### src/rtl/enc_delay_pkg.sv
package enc_delay_pkg;

    typedef enum logic [1:0] {
        STEP_NONE = 2'd0,
        STEP_UP   = 2'd1,
        STEP_DOWN = 2'd2
    } step_e;

    typedef struct packed {
        logic a;
        logic b;
    } enc_lines_t;

    // Decide the step for one poll from the synchronized lines and the sticky flag.
    function automatic step_e pick_step(enc_lines_t lines, logic seen);
        if (lines.a || seen) begin
            return STEP_NONE;
        end
        return lines.b ? STEP_DOWN : STEP_UP;
    endfunction

    // Next value of the sticky flag at a poll.
    function automatic logic next_seen(enc_lines_t lines, logic seen);
        return lines.a ? 1'b0 : 1'b1 | seen;
    endfunction

endpackage

### src/rtl/enc_sync.sv
module enc_sync #(
    parameter int W      = 2,
    parameter int STAGES = 2
) (
    input  logic         clk,
    input  logic         rst,
    input  logic [W-1:0] d_i,
    output logic [W-1:0] q_o
);
    logic [W-1:0] chain_q [STAGES];

    generate
        for (genvar s = 0; s < STAGES; s++) begin : g_stage
            if (s == 0) begin : g_first
                always_ff @(posedge clk) begin
                    if (rst) chain_q[s] <= '1;
                    else     chain_q[s] <= d_i;
                end
            end else begin : g_rest
                always_ff @(posedge clk) begin
                    if (rst) chain_q[s] <= '1;
                    else     chain_q[s] <= chain_q[s-1];
                end
            end
        end
    endgenerate

    assign q_o = chain_q[STAGES-1];
endmodule

### src/rtl/poll_timer.sv
module poll_timer #(
    parameter int POLL_FRAMES = 64
) (
    input  logic clk,
    input  logic rst,
    input  logic frame_stb,
    output logic poll_o
);
    localparam int CW = $clog2(POLL_FRAMES + 1);
    localparam logic [CW-1:0] RELOAD = CW'(POLL_FRAMES);
    localparam logic [CW-1:0] LAST   = CW'(1);

    logic [CW-1:0] cnt_q;

    assign poll_o = frame_stb && (cnt_q == LAST);

    always_ff @(posedge clk) begin
        if (rst) begin
            cnt_q <= RELOAD;
        end else if (frame_stb) begin
            if (cnt_q == LAST) cnt_q <= RELOAD;
            else               cnt_q <= cnt_q - LAST;
        end
    end
endmodule

### src/rtl/detent_detect.sv
module detent_detect
    import enc_delay_pkg::*;
(
    input  logic       clk,
    input  logic       rst,
    input  logic       poll_i,
    input  enc_lines_t lines_i,
    output step_e      step_o,
    output logic       seen_o
);
    logic seen_q;

    assign seen_o = seen_q;
    assign step_o = poll_i ? pick_step(lines_i, seen_q) : STEP_NONE;

    always_ff @(posedge clk) begin
        if (rst)         seen_q <= 1'b0;
        else if (poll_i) seen_q <= next_seen(lines_i, seen_q);
    end
endmodule

### src/rtl/delay_accum.sv
module delay_accum
    import enc_delay_pkg::*;
#(
    parameter int DW         = 16,
    parameter int STEP_SHIFT = 8
) (
    input  logic          clk,
    input  logic          rst,
    input  step_e         step_i,
    output logic [DW-1:0] delay_o
);
    localparam int HW = DW - STEP_SHIFT;
    localparam logic [HW-1:0] ONE = HW'(1);

    logic [HW-1:0] coarse_q;

    always_ff @(posedge clk) begin
        if (rst) begin
            coarse_q <= '0;
        end else begin
            unique case (step_i)
                STEP_UP:   coarse_q <= coarse_q + ONE;
                STEP_DOWN: coarse_q <= coarse_q - ONE;
                default:   coarse_q <= coarse_q;
            endcase
        end
    end

    assign delay_o = {coarse_q, {STEP_SHIFT{1'b0}}};
endmodule

### src/rtl/enc_delay_ctrl.sv
module enc_delay_ctrl
    import enc_delay_pkg::*;
#(
    parameter int DELAY_W     = 16,
    parameter int STEP_SHIFT  = 8,
    parameter int POLL_FRAMES = 64,
    parameter int SYNC_STAGES = 2
) (
    input  logic               clk,
    input  logic               rst,
    input  logic               frame_stb,
    input  logic               enc_a,
    input  logic               enc_b,
    output logic [DELAY_W-1:0] desired_delay
);
    localparam int LINES_W = $bits(enc_lines_t);

    enc_lines_t raw_lines;
    enc_lines_t sync_lines;
    logic       poll_w;
    logic       seen_w;
    step_e      step_w;

    assign raw_lines.a = enc_a;
    assign raw_lines.b = enc_b;

    enc_sync #(.W(LINES_W), .STAGES(SYNC_STAGES)) u_sync (
        .clk (clk),
        .rst (rst),
        .d_i (raw_lines),
        .q_o (sync_lines)
    );

    poll_timer #(.POLL_FRAMES(POLL_FRAMES)) u_timer (
        .clk       (clk),
        .rst       (rst),
        .frame_stb (frame_stb),
        .poll_o    (poll_w)
    );

    detent_detect u_detect (
        .clk     (clk),
        .rst     (rst),
        .poll_i  (poll_w),
        .lines_i (sync_lines),
        .step_o  (step_w),
        .seen_o  (seen_w)
    );

    delay_accum #(.DW(DELAY_W), .STEP_SHIFT(STEP_SHIFT)) u_accum (
        .clk     (clk),
        .rst     (rst),
        .step_i  (step_w),
        .delay_o (desired_delay)
    );
endmodule

### config.mk
export PLATFORM = sky130hd
export DESIGN_NAME = enc_delay_ctrl
export DESIGN_NICKNAME = d
export VERILOG_FILES = /design/src/rtl/enc_delay_pkg.sv /design/src/rtl/enc_sync.sv /design/src/rtl/poll_timer.sv /design/src/rtl/detent_detect.sv /design/src/rtl/delay_accum.sv /design/src/rtl/enc_delay_ctrl.sv
export SDC_FILE = /design/constraint.sdc
export NUM_CORES = 1
export LEC_CHECK = 0
export BUFFER_PORTS_ARGS = -buffer_cell sky130_fd_sc_hd__clkbuf_2
export CAP_MARGIN = 15
export CORE_ASPECT_RATIO = 0.8
export CORE_UTILIZATION = 55
export DETAILED_ROUTE_END_ITERATION = 12
export MAX_ROUTING_LAYER = met4
export PLACE_DENSITY = 0.79
export SLEW_MARGIN = 15
export SYNTH_ARGS = -nofsm -noshare
export SYNTH_HDL_FRONTEND = slang
export SYNTH_SLANG_ARGS = --single-unit
### constraint.sdc
create_clock -name clk -period 4.48 [get_ports clk]
set_input_delay 0.448 -clock clk [delete_from_list [all_inputs] [get_ports clk]]
set_output_delay 0.448 -clock clk [all_outputs]
set_load 0.005 [all_outputs]
; ---- Word-level counts from Yosys, hierarchy flattened
; Memory sizes are Yosys's and may differ from the RTL's.
; Index checks and enable logic that the tools add are counted.
; W data, S select, Z words.
[classes]
addsub = 3
n_mul = 0
div = 0
magnitude_cmp = 0
eq_ne = 3
n_shift = 0
mux = 13
bitwise_logic = 2
reduce_logical = 3
[ops]
columns = operator, count
row1 = $pmux W8 S2, 1
row2 = $mux W2, 6
row3 = $add A8 B1 Y8 const B, 1
row4 = $sub A8 B1 Y8 const B, 1
row5 = $eq A7 B1 Y1 const B, 1
row6 = $mux W7, 1
row7 = $sub A7 B1 Y7 const B, 1
row8 = $mux W1, 5
row9 = $eq A2 B1 Y1 const B, 1
row10 = $eq A2 B2 Y1 const B, 1
row11 = $or A1 B1 Y1, 2
row12 = $reduce_bool A2 Y1, 1
row13 = $logic_and A1 B1 Y1, 1
row14 = $logic_or A1 B1 Y1, 1
[totals]
ff_bits = 16
latchBits = 0
ramBits = 4
rom_bits = 0
in_bits = 5
word_cells = 28
memories = 1
[mem_list]
columns = memory, words, width, read_ports, rd_ports_with_merged_regs, write_ports, line
row1 = u_sync.chain_q, 2, 2, 2, 0, 2, enc_sync.sv:10  ; logic [W-1:0] chain_q [STAGES];

; ---- Depth between registers and ports, before layout
; Gate-level depths: netlist (run 1).
; An unclocked memory read counts as a cell.
[depth]
ltp_word = 7
depth_mapped = 15
ltp_nobuf = 13

; ---- Cells and area by module
; Synthesis (run 1) repeated with hierarchy kept, for this count alone.
[hier_totals]
cells_unflattened = 144
hier_area_um2 = 1286.2
[by_module_without_submodules]
columns = mod, instances, cells_per_inst, area_each_um2, seq_area_each_um2
row1 = delay_accum, 1, 93, 777.0, 160.2
row2 = poll_timer, 1, 38, 351.6, 140.1
row3 = enc_sync, 1, 8, 105.1, 80.1
row4 = detent_detect, 1, 5, 52.6, 20.0

; ---- Worst setup path before layout (run 1)
; No wires, ideal clock.
[synth_path]
path_kind = reg2reg
from = register u_timer.cnt_q[3]
to = register u_accum.coarse_q[4]
arrival_time_ns = 2.969
required_time_ns = 4.359
slack_ns = 1.390
path_stages_with_launch = 15
n_path_buf = 2
synth_period_minus_slack_ns = 3.090
path_cell_list = dfxtp_1 -> nor2_1 -> nand2_1 -> nor3_1 -> and3_1 -> ha_1 -> buf_2 -> buf_2 -> xor2_1 -> ha_1 -> a21boi_0 -> o22ai_1 -> or3_1 -> a21oi_1 -> mux2_2
[synth_via]
elab_chain_cells = 5
[synth_lines]
columns = element, line
row1 = start: declaration, poll_timer.sv:13  ; logic [CW-1:0] cnt_q;
row2 = start signal: assignment, poll_timer.sv:22  ; else cnt_q <= cnt_q - LAST;
row3 = $eq A7 B1 Y1 *, poll_timer.sv:15  ; assign poll_o = frame_stb && (cnt_q == LAST);
row4 = $logic_and A1 B1 Y1 *, poll_timer.sv:15
row5 = $mux W2 *, detent_detect.sv:14  ; assign step_o = poll_i ? pick_step(lines_i, seen_q) : STEP_NONE;
row6 = $eq A2 B2 Y1 or $eq A2 B1 Y1 (tied branches), delay_accum.sv:21  ; unique case (step_i)
row7 = $pmux W8 S2 or $reduce_bool A2 Y1 (tied branches), -
row8 = end signal: assignment, delay_accum.sv:22  ; STEP_UP: coarse_q <= coarse_q + ONE;
row9 = end signal: assignment, delay_accum.sv:23  ; STEP_DOWN: coarse_q <= coarse_q - ONE;
row10 = end signal: assignment, delay_accum.sv:24  ; default: coarse_q <= coarse_q;
row11 = end: declaration, delay_accum.sv:15  ; logic [HW-1:0] coarse_q;
; Every way passes the cells marked *; elsewhere a longest branch is shown, timed or not.
; A chain may end at the register's enable or synchronous reset.

; ---- Final worst setup path (run 1)
[layout_path]
from = register u_timer.cnt_q[0]
to = register u_accum.coarse_q[4]
; The elaborated chain is that of the path after synthesis.

==> results of run 1 <==
## flip-flops by register name, indices dropped and copies added, names as in the netlist
register	flops
u_accum.coarse_q	8
u_detect.seen_o	1
u_sync.chain_q	4
u_timer.cnt_q	7
## Yosys cell counts, drive strengths merged (2+ instances only)
library cell,instances,area share [%]
dfxtp,20,32
nor2,19,5.8
buf,13,7.4
nand2,9,2.7
a21oi,7,3.4
xor2,7,4.9
clkbuf,5,1.6
ha,5,5.1
nor3,5,2.0
o21ai,5,2.0
or2,5,2.5
or3,4,2.0
a211oi,3,2.2
nor2b,3,1.5
o31ai,3,1.8
xnor2,3,2.1
and3,2,1.0
inv,2,0.61
mux2,2,1.8
mux2i,2,1.6
nand2b,2,1.6
nand3b,2,1.2
## stage by stage
stage	instances	utilization [%]	hold WS [ns]	worst slack, ns
finish	175	63.4	0.332	0.985
floorplan	154	-	0.389	1.39
CTS	175	63.4	0.321	1.03
global route	175	63.4	0.314	0.664
global placement	172	62.3	0.397	1.11
detailed placement	172	62.3	0.398	1.00
## power groups by stage
| stage | Sequential [mW] | Clock [mW] | Combinational (mW) |
|---|---|---|---|
| 6_report | 0.198 | 0.0795 | 0.0398 |
| 5_1_grt | 0.200 | 0.0915 | 0.0469 |
| 4_1_cts | 0.198 | 0.0842 | 0.0401 |
| 3_5_place_dp | 0.202 | 0 | 0.0402 |
| 3_3_place_gp | 0.201 | 0 | 0.0385 |
| 2_1_floorplan | 0.200 | 0 | 0.0385 |
## path summary, 6_finish.rpt
kind	end	start
max reg2reg	u_accum.coarse_q[4]$_SDFFE_PP0P_	u_timer.cnt_q[0]$_SDFFE_PP0P_
min	u_sync.chain_q[0][1]$_SDFF_PP1_	enc_a
max	u_accum.coarse_q[4]$_SDFFE_PP0P_	u_timer.cnt_q[0]$_SDFFE_PP0P_
min reg2reg	u_sync.chain_q[1][1]$_SDFF_PP1_	u_sync.chain_q[0][1]$_SDFF_PP1_
## final cells by class
type	instances	area [um^2]
inverters	2	7.51
flip-flops and latches	20	400
well taps	24	30.0
fillers	180	731
multi-input cells	114	746
repair buffers	12	60.1
clock buffers	3	22.5
## cell families (layout without fill, tap and decap cells)
logic type               after synthesis  after routing
AO/OA/AOI/OAI                         27             27
adder cells (fa/ha/maj)                5              5
other                                  1              8
multiplexers                           4              4
AND/OR/NAND/NOR                       60             60
buffers and inverters                 20             17
XOR/XNOR                              10             10
flip-flops                            20             20
## worst register-to-register path, stage by stage, from the launching register on
cell     delay [ns]
dfxtp_1        0.42
ha_1           0.18
nand2_1        0.05
nor3_1         0.36
and3_1         0.26
ha_1           0.57
xor2_1         0.14
ha_1           0.23
or3_1          0.32
a21oi_2        0.22
o21ai_0        0.13
a21oi_1        0.18
mux2_2         0.34
## metal layers
layer / part of all wire, % / GRT usage (%)
met1: 52 / 26.4
met2: 43 / 29.2
met5: 0 / -
met3: 3.5 / 6.19
met4: 1.3 / 7.50
==> summary.txt, run 1 <==
CTS Sinks - 20
register area share after synthesis - 32.3%
most used cell, CP - ha_1
Worst EP arrival - 3.68 ns
Final HPWL DP - 1.53 mm
worst-path maximum fanout - 17
Seq pwr share - 62.4%
Starting Density - 62.0%
most frequent cells in the layout - dfxtp_1 (20), nor2_1 (19), clkbuf_2 (12)
Register-to-Register Path Depth - 12
number of cell rows - 14
CP required - 4.67 ns
largest family of logic cells by synthesized area - simple AND/OR/NAND/NOR gates
Sw Pwr - 0.0787 mW
clk buf depth - 2
total CTS buffers - 3
post-synthesis simple-gate area fraction - 26.9%
commonest non-fill, non-tap cell in the layout - dfxtp_1
Slew Limit Headroom - 57.6%
Slew Viols, Final - 0
xor/xnor share of the synthesized area - 7.07%
GRT Total Usage - 20.3%
final WL - 2.10 mm
r2r setup slk - 0.99 ns
wire length per cell - 12.0 um
slowest CP cell - ha_1
Yosys warning total - 0
io pins - 21
Max VDD drop - 0.000201 V
worst skew pair latency - 0.29 ns
Die ar. - 2450 um^2
Mapped Avg Cell Area - 8.43 um^2
Layout Skew - 0.00190 ns
Max Freq - 286 MHz
Routability Congestion - 0.884
Setup crit end kind - flop
pwr dens - 251 nW/um^2
post-CTS setup buffer count - 0
post-synthesis instance area - 1240 um^2
static leakage - 0.536 nW
combinational share of power - 12.6%
Net Sw Frac - 24.8%
IO buf count - 12
Synth Area in Adders - 5.05%
setup TNS - 0 ns
Vias - 972
async set-reset flop share out of synthesis - 0%
crit path buf inv count - 0
final hold violations - 0
cell family with most CP delay - simple AND/OR/NAND/NOR gates
final setup violation count - 0
total of max-cap violations - 0
worst slew pin tran - 0.635 ns
post_cts resized - 0
H-tree depth - 1
Critical Path Source Type - flop
chip height - 44.4 um
crit-path cells - ha_1, nand2_1, nor3_1, and3_1, ha_1, xor2_1, ha_1, or3_1, a21oi_2, o21ai_0, a21oi_1, mux2_2
most used flip-flop cell after synthesis - dfxtp_1
Post-synth EDFFs - 0
initial antenna violation count - 0
status - finished, final reports clean
clock root cell - clkbuf_4
Tmin final - 3.49 ns
Yosys cell types - 48
Die W - 55.1 um
DR DRC count - 0
cell area after placement - 1240 um^2
core area - 2000 um^2
ANT cells - 0
post-route cell area - 1270 um^2
hold crit path type - input pin to flop
internal power - 0.239 mW
Setup CP Type - flop to flop
RSZ-0062 raised after global routing - false
Clk pwr share - 25.1%
post-synthesis mux area share - 3.43%
Tot Pwr - 0.317 mW
Synth Register Bits - 20
hold depth - 2
CP peak stage delay - 0.57 ns
gr ovfl total - 0
Hold-fix buffers, CTS - 0
DR pass1 iterations - 4
period utilization - 78.0%
vias in the first global route - 796
Synth-to-Final Area Change - 2.22%
compound-cell area share of the yosys netlist - 15.4%
final net count - 163
Antenna Nets Post-Route - 0
stages on the worst setup path - 12
Reg clk slew, reported paths - 0.10 ns
largest net degree at the start of global routing - 21
layout cells sized above 1 - 19.2%
Post-Synthesis Cells - 147
via/cell ratio - 5.55
CTS tree - done
first-pass GRT wire length - 3.42 mm
drt initial violations - 11
(Power assumes the default switching activity.)
==> inputs of run 2 (changes only) <==
--- a/config.mk
+++ b/config.mk
@@ -8,10 +8,10 @@
 export BUFFER_PORTS_ARGS = -buffer_cell sky130_fd_sc_hd__clkbuf_2
 export CAP_MARGIN = 15
 export CORE_ASPECT_RATIO = 0.8
-export CORE_UTILIZATION = 55
+export CORE_UTILIZATION = 49
 export DETAILED_ROUTE_END_ITERATION = 12
 export MAX_ROUTING_LAYER = met4
-export PLACE_DENSITY = 0.79
+export PLACE_DENSITY = 0.75
 export SLEW_MARGIN = 15
 export SYNTH_ARGS = -nofsm -noshare
 export SYNTH_HDL_FRONTEND = slang
==> constraint.sdc (replaced) <==
create_clock -name clk -period 3.15 [get_ports clk]
set_input_delay 0.315 -clock clk [delete_from_list [all_inputs] [get_ports clk]]
set_output_delay 0.315 -clock clk [all_outputs]
set_load 0.005 [all_outputs]
==> run 2 against run 1 <==
Net effect: fmax increased by 21%; sequential power rose by 43%; first-iteration DRC count increased by 130%; highest routed layer unchanged; critical path depth unchanged; flip-flop and latch count stayed put; power is 56% higher; routed wire length is 8.1% higher; non-clock buffer count increased by 2.
==> summary.txt, run 2 (synthesized netlist as in run 1, its figures left out) <==
status - finished, final reports clean
worst skew pair latency - 0.31 ns (+0.02 ns)
DR pass1 iterations - 4 (unchanged)
period utilization - 91.4% (+13 points)
Slew Limit Headroom - 64.3% (+6.7 points)
reg-to-reg startpoint - u_timer.cnt_q[3]$_SDFFE_PP0P_
Largest register FFs - 8 (unchanged)
total of max-cap violations - 0 (unchanged)
DP Worst Slack - 0.140 ns (-0.859 ns)
initial antenna violation count - 0 (unchanged)
largest net degree at the start of global routing - 21 (unchanged)
Max Freq - 347 MHz (+21%)
Register-to-Register Path Depth - 12 (unchanged)
Antenna Nets Post-Route - 0 (unchanged)
ANT cells - 0 (unchanged)
hold depth - 2 (unchanged)
Max VDD drop - 0.000253 V (+26%)
Starting Density - 54.5% (-7.5 points)
via/cell ratio - 5.40 (-2.8%)
vias in the first global route - 837 (+5.2%)
r2r setup slk - 0.27 ns (-0.71 ns)
final setup violation count - 0 (unchanged)
worst slew pin tran - 0.528 ns (-0.107 ns)
Slew Viols, Final - 0 (unchanged)
Vias - 1015 (+4.4%)
commonest non-fill, non-tap cell in the layout - dfxtp_1
chip height - 47.0 um (+5.7%)
IO buf count - 12 (unchanged)
layout cells sized above 1 - 21.4% (+2.2 points)
Reg clk slew, reported paths - 0.12 ns (+0.02 ns)
final net count - 165 (+1.2%)
first-pass GRT wire length - 3.70 mm (+8.3%)
filler instances - 211 (+17%)
core area - 2270 um^2 (+14%)
DR DRC count - 0 (unchanged)
pwr dens - 375 nW/um^2 (+49%)
Die ar. - 2730 um^2 (+12%)
final hold violations - 0 (unchanged)
H-tree depth - 1 (unchanged)
gr ovfl total - 0 (unchanged)
final WL - 2.27 mm (+8.1%)
RSZ-0062 raised after global routing - false
placed instance count - 184 (+7.0%)
clk buf depth - 2 (unchanged)
number of cell rows - 15 (+1)
drt initial violations - 25 (+14)
GRT Total Usage - 19.0% (-1.3 points)
Critical Path Source Type - flop
setup TNS - 0 ns (unchanged)
CP required - 3.37 ns (-1.30 ns)
CTS tree - done
final worst slack - 0.272 ns (-0.714 ns)
Tmin final - 2.88 ns (-0.616 ns)
fin cells - 188 (+7.4%)
Setup CP Type - flop to flop
Worst EP arrival - 3.10 ns (-0.58 ns)
hold crit path type - input pin to flop
Synth-to-Final Area Change - 6.46%
Most flops, register - u_accum.coarse_q
Die W - 58.2 um (+5.7%)
most frequent cells in the layout - dfxtp_1 (20), nor2_1 (19), clkbuf_2 (12)
static leakage - 0.560 nW (+4.6%)
clock root cell - clkbuf_4
CTS Sinks - 20 (unchanged)
Setup crit end kind - flop
io pins - 21 (unchanged)
crit path launch - u_timer.cnt_q[3]$_SDFFE_PP0P_
Routability Congestion - 0.832 (-5.9%)
post-CTS setup buffer count - 0 (unchanged)
Hold-fix buffers, CTS - 0 (unchanged)
worst-path maximum fanout - 5 (-12)
Final HPWL DP - 1.60 mm (+4.6%)
Worst Hold Launch - enc_a
Layout Skew - 0.0180 ns (+0.0161 ns)
total CTS buffers - 3 (unchanged)
biggest regs - u_accum.coarse_q: 8 flops, u_timer.cnt_q: 7 flops, u_sync.chain_q: 4 flops
wire length per cell - 12.0 um (+0.64%)
[run 2: area by class of cell]
type,instances,area (um^2),area share (%)
Clock buffer,4,36.3,2.75
Inverter,2,7.51,0.569
Multi-Input combinational cell,114,757,57.4
Sequential cell,20,400,30.4
Tap cell,34,42.5,3.23
Timing Repair Buffer,14,75.1,5.69
[run 2: what timing repair did]
| action | 4_1_cts | 5_1_grt |
|---|---|---|
| setup endpoints to repair | 0 | 5 |
| resized for setup | 0 | 3 |
| hold endpoints to repair | 0 | 0 |
[run 2: final timing paths]
| kind | endpoint |
|---|---|
| worst max register to register | u_accum.coarse_q[4]$_SDFFE_PP0P_ |
| worst min-delay path | u_sync.chain_q[0][1]$_SDFF_PP1_ |
| worst min register to register | u_sync.chain_q[1][1]$_SDFF_PP1_ |
| worst max-delay path | u_accum.coarse_q[4]$_SDFFE_PP0P_ |
[run 2: metrics by stage]
step           total power, mW  area [um^2]  hold WS [ns]  utilization, %
2_1_floorplan            0.339         1260         0.389               -
3_3_place_gp             0.341         1270         0.393            56.0
3_5_place_dp             0.345         1270         0.408            56.0
4_1_cts                  0.497         1310         0.185            57.6
5_1_grt                  0.520         1320         0.189            58.1
6_report                 0.494         1320         0.196            58.1
[run 2: where the power goes]
part	switching (mW)	internal, mW	leakage [nW]
registers	0.0136	0.269	0.164
clock network	0.0805	0.0705	0.0210
logic	0.0340	0.0264	0.376
[run 2: routing by layer]
metal  share of wire [%]  vias to the layer above  wire length (um)  global-route usage (%)
li1                    -                      503                 -                       -
met1                  51                      486              1150                    23.1
met2                  44                       22               999                    30.8
met3                 3.5                        4                80                    5.23
met4                 1.4                        0                31                    6.67
met5                   0                        -                 0                       -
[run 2: worst max-delay path, cell delays in order (launching register included)]
cell and delay [ns]:
dfxtp_1 0.35, nor2_1 0.14, nand2_1 0.13, nor3_4 0.24
nand3b_1 0.14, ha_1 0.24, xor2_1 0.14, ha_1 0.21
or3_1 0.33, a21oi_2 0.23, o21ai_0 0.12, a21oi_1 0.15
mux2_2 0.34
==> inputs of run 3 (changes only) <==
--- a/config.mk
+++ b/config.mk
@@ -12,6 +12,7 @@
 export DETAILED_ROUTE_END_ITERATION = 12
 export MAX_ROUTING_LAYER = met4
 export PLACE_DENSITY = 0.75
+export SETUP_SLACK_MARGIN = 0.4
 export SLEW_MARGIN = 15
 export SYNTH_ARGS = -nofsm -noshare
 export SYNTH_HDL_FRONTEND = slang
==> run 3 against run 2 <==
Net effect: core utilization increased by 3.6 points; fmax up 3.8%; clock skew fell by 0.0078 ns; final cell count up 0.53%; critical endpoint unchanged; largest power group unchanged.
==> summary.txt, run 3 (synthesized netlist as in run 1, its figures left out) <==
layout cells sized above 1 - 29.7% (+8.2 points)
core area - 2270 um^2 (unchanged)
Worst R2R End - u_accum.coarse_q[4]$_SDFFE_PP0P_
clk buf depth - 2 (unchanged)
Worst Hold Endpoint - u_sync.chain_q[0][1]$_SDFF_PP1_
placed instance count - 183 (-0.54%)
setup TNS - 0 ns (unchanged)
commonest non-fill, non-tap cell in the layout - nor2_1
Setup crit end kind - flop
Synth-to-Final Area Change - 13.1%
io pins - 21 (unchanged)
final WL - 2.28 mm (+0.57%)
RSZ-0062 raised after global routing - true
status - finished, final reports clean
vias in the first global route - 805 (-3.8%)
Slew Limit Headroom - 65.0% (+0.72 points)
fin cells - 189 (+0.53%)
period utilization - 88.0% (-3.3 points)
Hold-fix buffers, CTS - 0 (unchanged)
Setup CP Type - flop to flop
CTS tree - done
CP required - 3.37 ns (about the same)
Die W - 58.2 um (unchanged)
static leakage - 0.591 nW (+5.5%)
slowest CP cell - or3_1
Antenna Nets Post-Route - 0 (unchanged)
Critical Path Source Type - flop
hold slack - 0.171 ns (-0.0256 ns)
Tot Pwr - 0.561 mW (+14%)
crit-path cells - inv_2, ha_4, nand2_2, nor3_4, and3_4, ha_4, xor2_1, ha_2, a21boi_2, o22ai_2, or3_1, a21oi_2, mux2_4
post-route cell area - 1400 um^2 (+6.3%)
Reg clk slew, reported paths - 0.12 ns (about the same)
CP peak stage delay - 0.38 ns (+0.03 ns)
Layout Skew - 0.0101 ns (-0.00785 ns)
H-tree depth - 1 (unchanged)
final hold violations - 0 (unchanged)
drt initial violations - 18 (-28%)
clock root cell - clkbuf_4
Worst EP arrival - 2.99 ns (-0.11 ns)
DR pass1 iterations - 4 (unchanged)
Largest register FFs - 8 (unchanged)
number of cell rows - 15 (unchanged)
Starting Density - 54.5% (unchanged)
largest net degree at the start of global routing - 21 (unchanged)
Routability Congestion - 0.882 (+6.0%)
total CTS buffers - 3 (unchanged)
pwr dens - 401 nW/um^2 (+7.0%)
most frequent cells in the layout - nor2_1 (19), dfxtp_1 (17), clkbuf_2 (12)
r2r setup slk - 0.38 ns (+0.11 ns)
gr ovfl total - 0 (unchanged)
Max Freq - 361 MHz (+3.8%)
worst skew pair latency - 0.31 ns (about the same)
Most flops, register - u_accum.coarse_q
wire length per cell - 12.1 um (about the same)
final net count - 166 (+0.61%)
GRT Total Usage - 18.6% (-0.39 points)
crit path buf inv count - 1 (+1)
initial antenna violation count - 0 (unchanged)
most used cell, CP - ha_4
biggest regs - u_accum.coarse_q: 8 flops, u_timer.cnt_q: 7 flops, u_sync.chain_q: 4 flops
ANT cells - 0 (unchanged)
Die ar. - 2730 um^2 (unchanged)
first-pass GRT wire length - 3.66 mm (-0.95%)
Vias - 1003 (-1.2%)
reg-to-reg startpoint - u_timer.cnt_q[1]$_SDFFE_PP0P_
Tmin final - 2.77 ns (-0.105 ns)
Final HPWL DP - 1.59 mm (-0.89%)
worst slew pin tran - 0.517 ns (-0.0107 ns)
DR DRC count - 0 (unchanged)
Max VDD drop - 0.000269 V (+6.0%)
cell area after placement - 1270 um^2 (about the same)
hold crit path type - input pin to flop
hold depth - 2 (unchanged)
Slew Viols, Final - 0 (unchanged)
IO buf count - 12 (unchanged)
worst-path maximum fanout - 4 (-1)
Worst Hold Launch - enc_a
cell family with most CP delay - simple AND/OR/NAND/NOR gates
chip height - 47.0 um (unchanged)
via/cell ratio - 5.31 (-1.7%)
CTS Sinks - 20 (unchanged)
Register-to-Register Path Depth - 13 (+1)
final setup violation count - 0 (unchanged)
total of max-cap violations - 0 (unchanged)
==> run 3: cell types whose count changed in the layout (fill, tap and decap cells not counted), moves of 2 or more <==
cell	previous run	this run
ha_1	5	2
ha_4	0	2
dfxtp_2	0	2
dfxtp_1	20	17
==> run 3: worst max-delay path by stage <==
stage	from	end	slack (ns)	depth (start not counted)
after floorplan	u_timer.cnt_q[1]$_SDFFE_PP0P_	u_accum.coarse_q[4]$_SDFFE_PP0P_	0.28	15
after global placement	u_timer.cnt_q[1]$_SDFFE_PP0P_	u_accum.coarse_q[4]$_SDFFE_PP0P_	0.41	13
after detailed placement	u_timer.cnt_q[1]$_SDFFE_PP0P_	u_accum.coarse_q[4]$_SDFFE_PP0P_	0.27	13
after CTS	u_timer.cnt_q[4]$_SDFFE_PP0P_	u_accum.coarse_q[7]$_SDFFE_PP0P_	0.38	11
after global routing	u_timer.cnt_q[1]$_SDFFE_PP0P_	u_accum.coarse_q[4]$_SDFFE_PP0P_	0.26	13
final	u_timer.cnt_q[1]$_SDFFE_PP0P_	u_accum.coarse_q[4]$_SDFFE_PP0P_	0.38	13
==> run 3: power by group <==
| part | switching, mW | total, mW | internal [mW] |
|---|---|---|---|
| registers | 0.0149 | 0.285 | 0.270 |
| clock network | 0.0835 | 0.212 | 0.129 |
| logic | 0.0364 | 0.0643 | 0.0279 |
==> run 3: metrics by stage <==
| stage | worst slack, ns | util (%) |
|---|---|---|
| after global placement | 0.406 | 56.0 |
| after CTS | 0.382 | 59.8 |
| final | 0.377 | 61.7 |
| after global routing | 0.258 | 61.7 |
| after floorplan | 0.283 | - |
| after detailed placement | 0.274 | 56.0 |
==> run 3: metal layers <==
metal	track usage, %	vias up	wire length, um
met4	4.29	0	19
met5	-	-	0
met2	29.7	30	1010
li1	-	504	-
met3	4.96	4	128
met1	23.9	465	1120
==> run 3: final cells by class <==
class / instances / area (um^2)
multi-input cells: 114 / 810
inverters: 2 / 7.51
clock inverters: 1 / 30.0
flip-flops and latches: 20 / 407
well taps: 34 / 42.5
fillers: 204 / 870
clock buffers: 3 / 22.5
repair buffers: 15 / 82.6
==> run 3: repair_timing <==
| action | 4_1_cts | 5_1_grt |
|---|---|---|
| endpoints found under the setup margin | 4 | 5 |
| resized for setup | 6 | 9 |
| pin swaps | 5 | 8 |
| setup buffers | 1 | 1 |
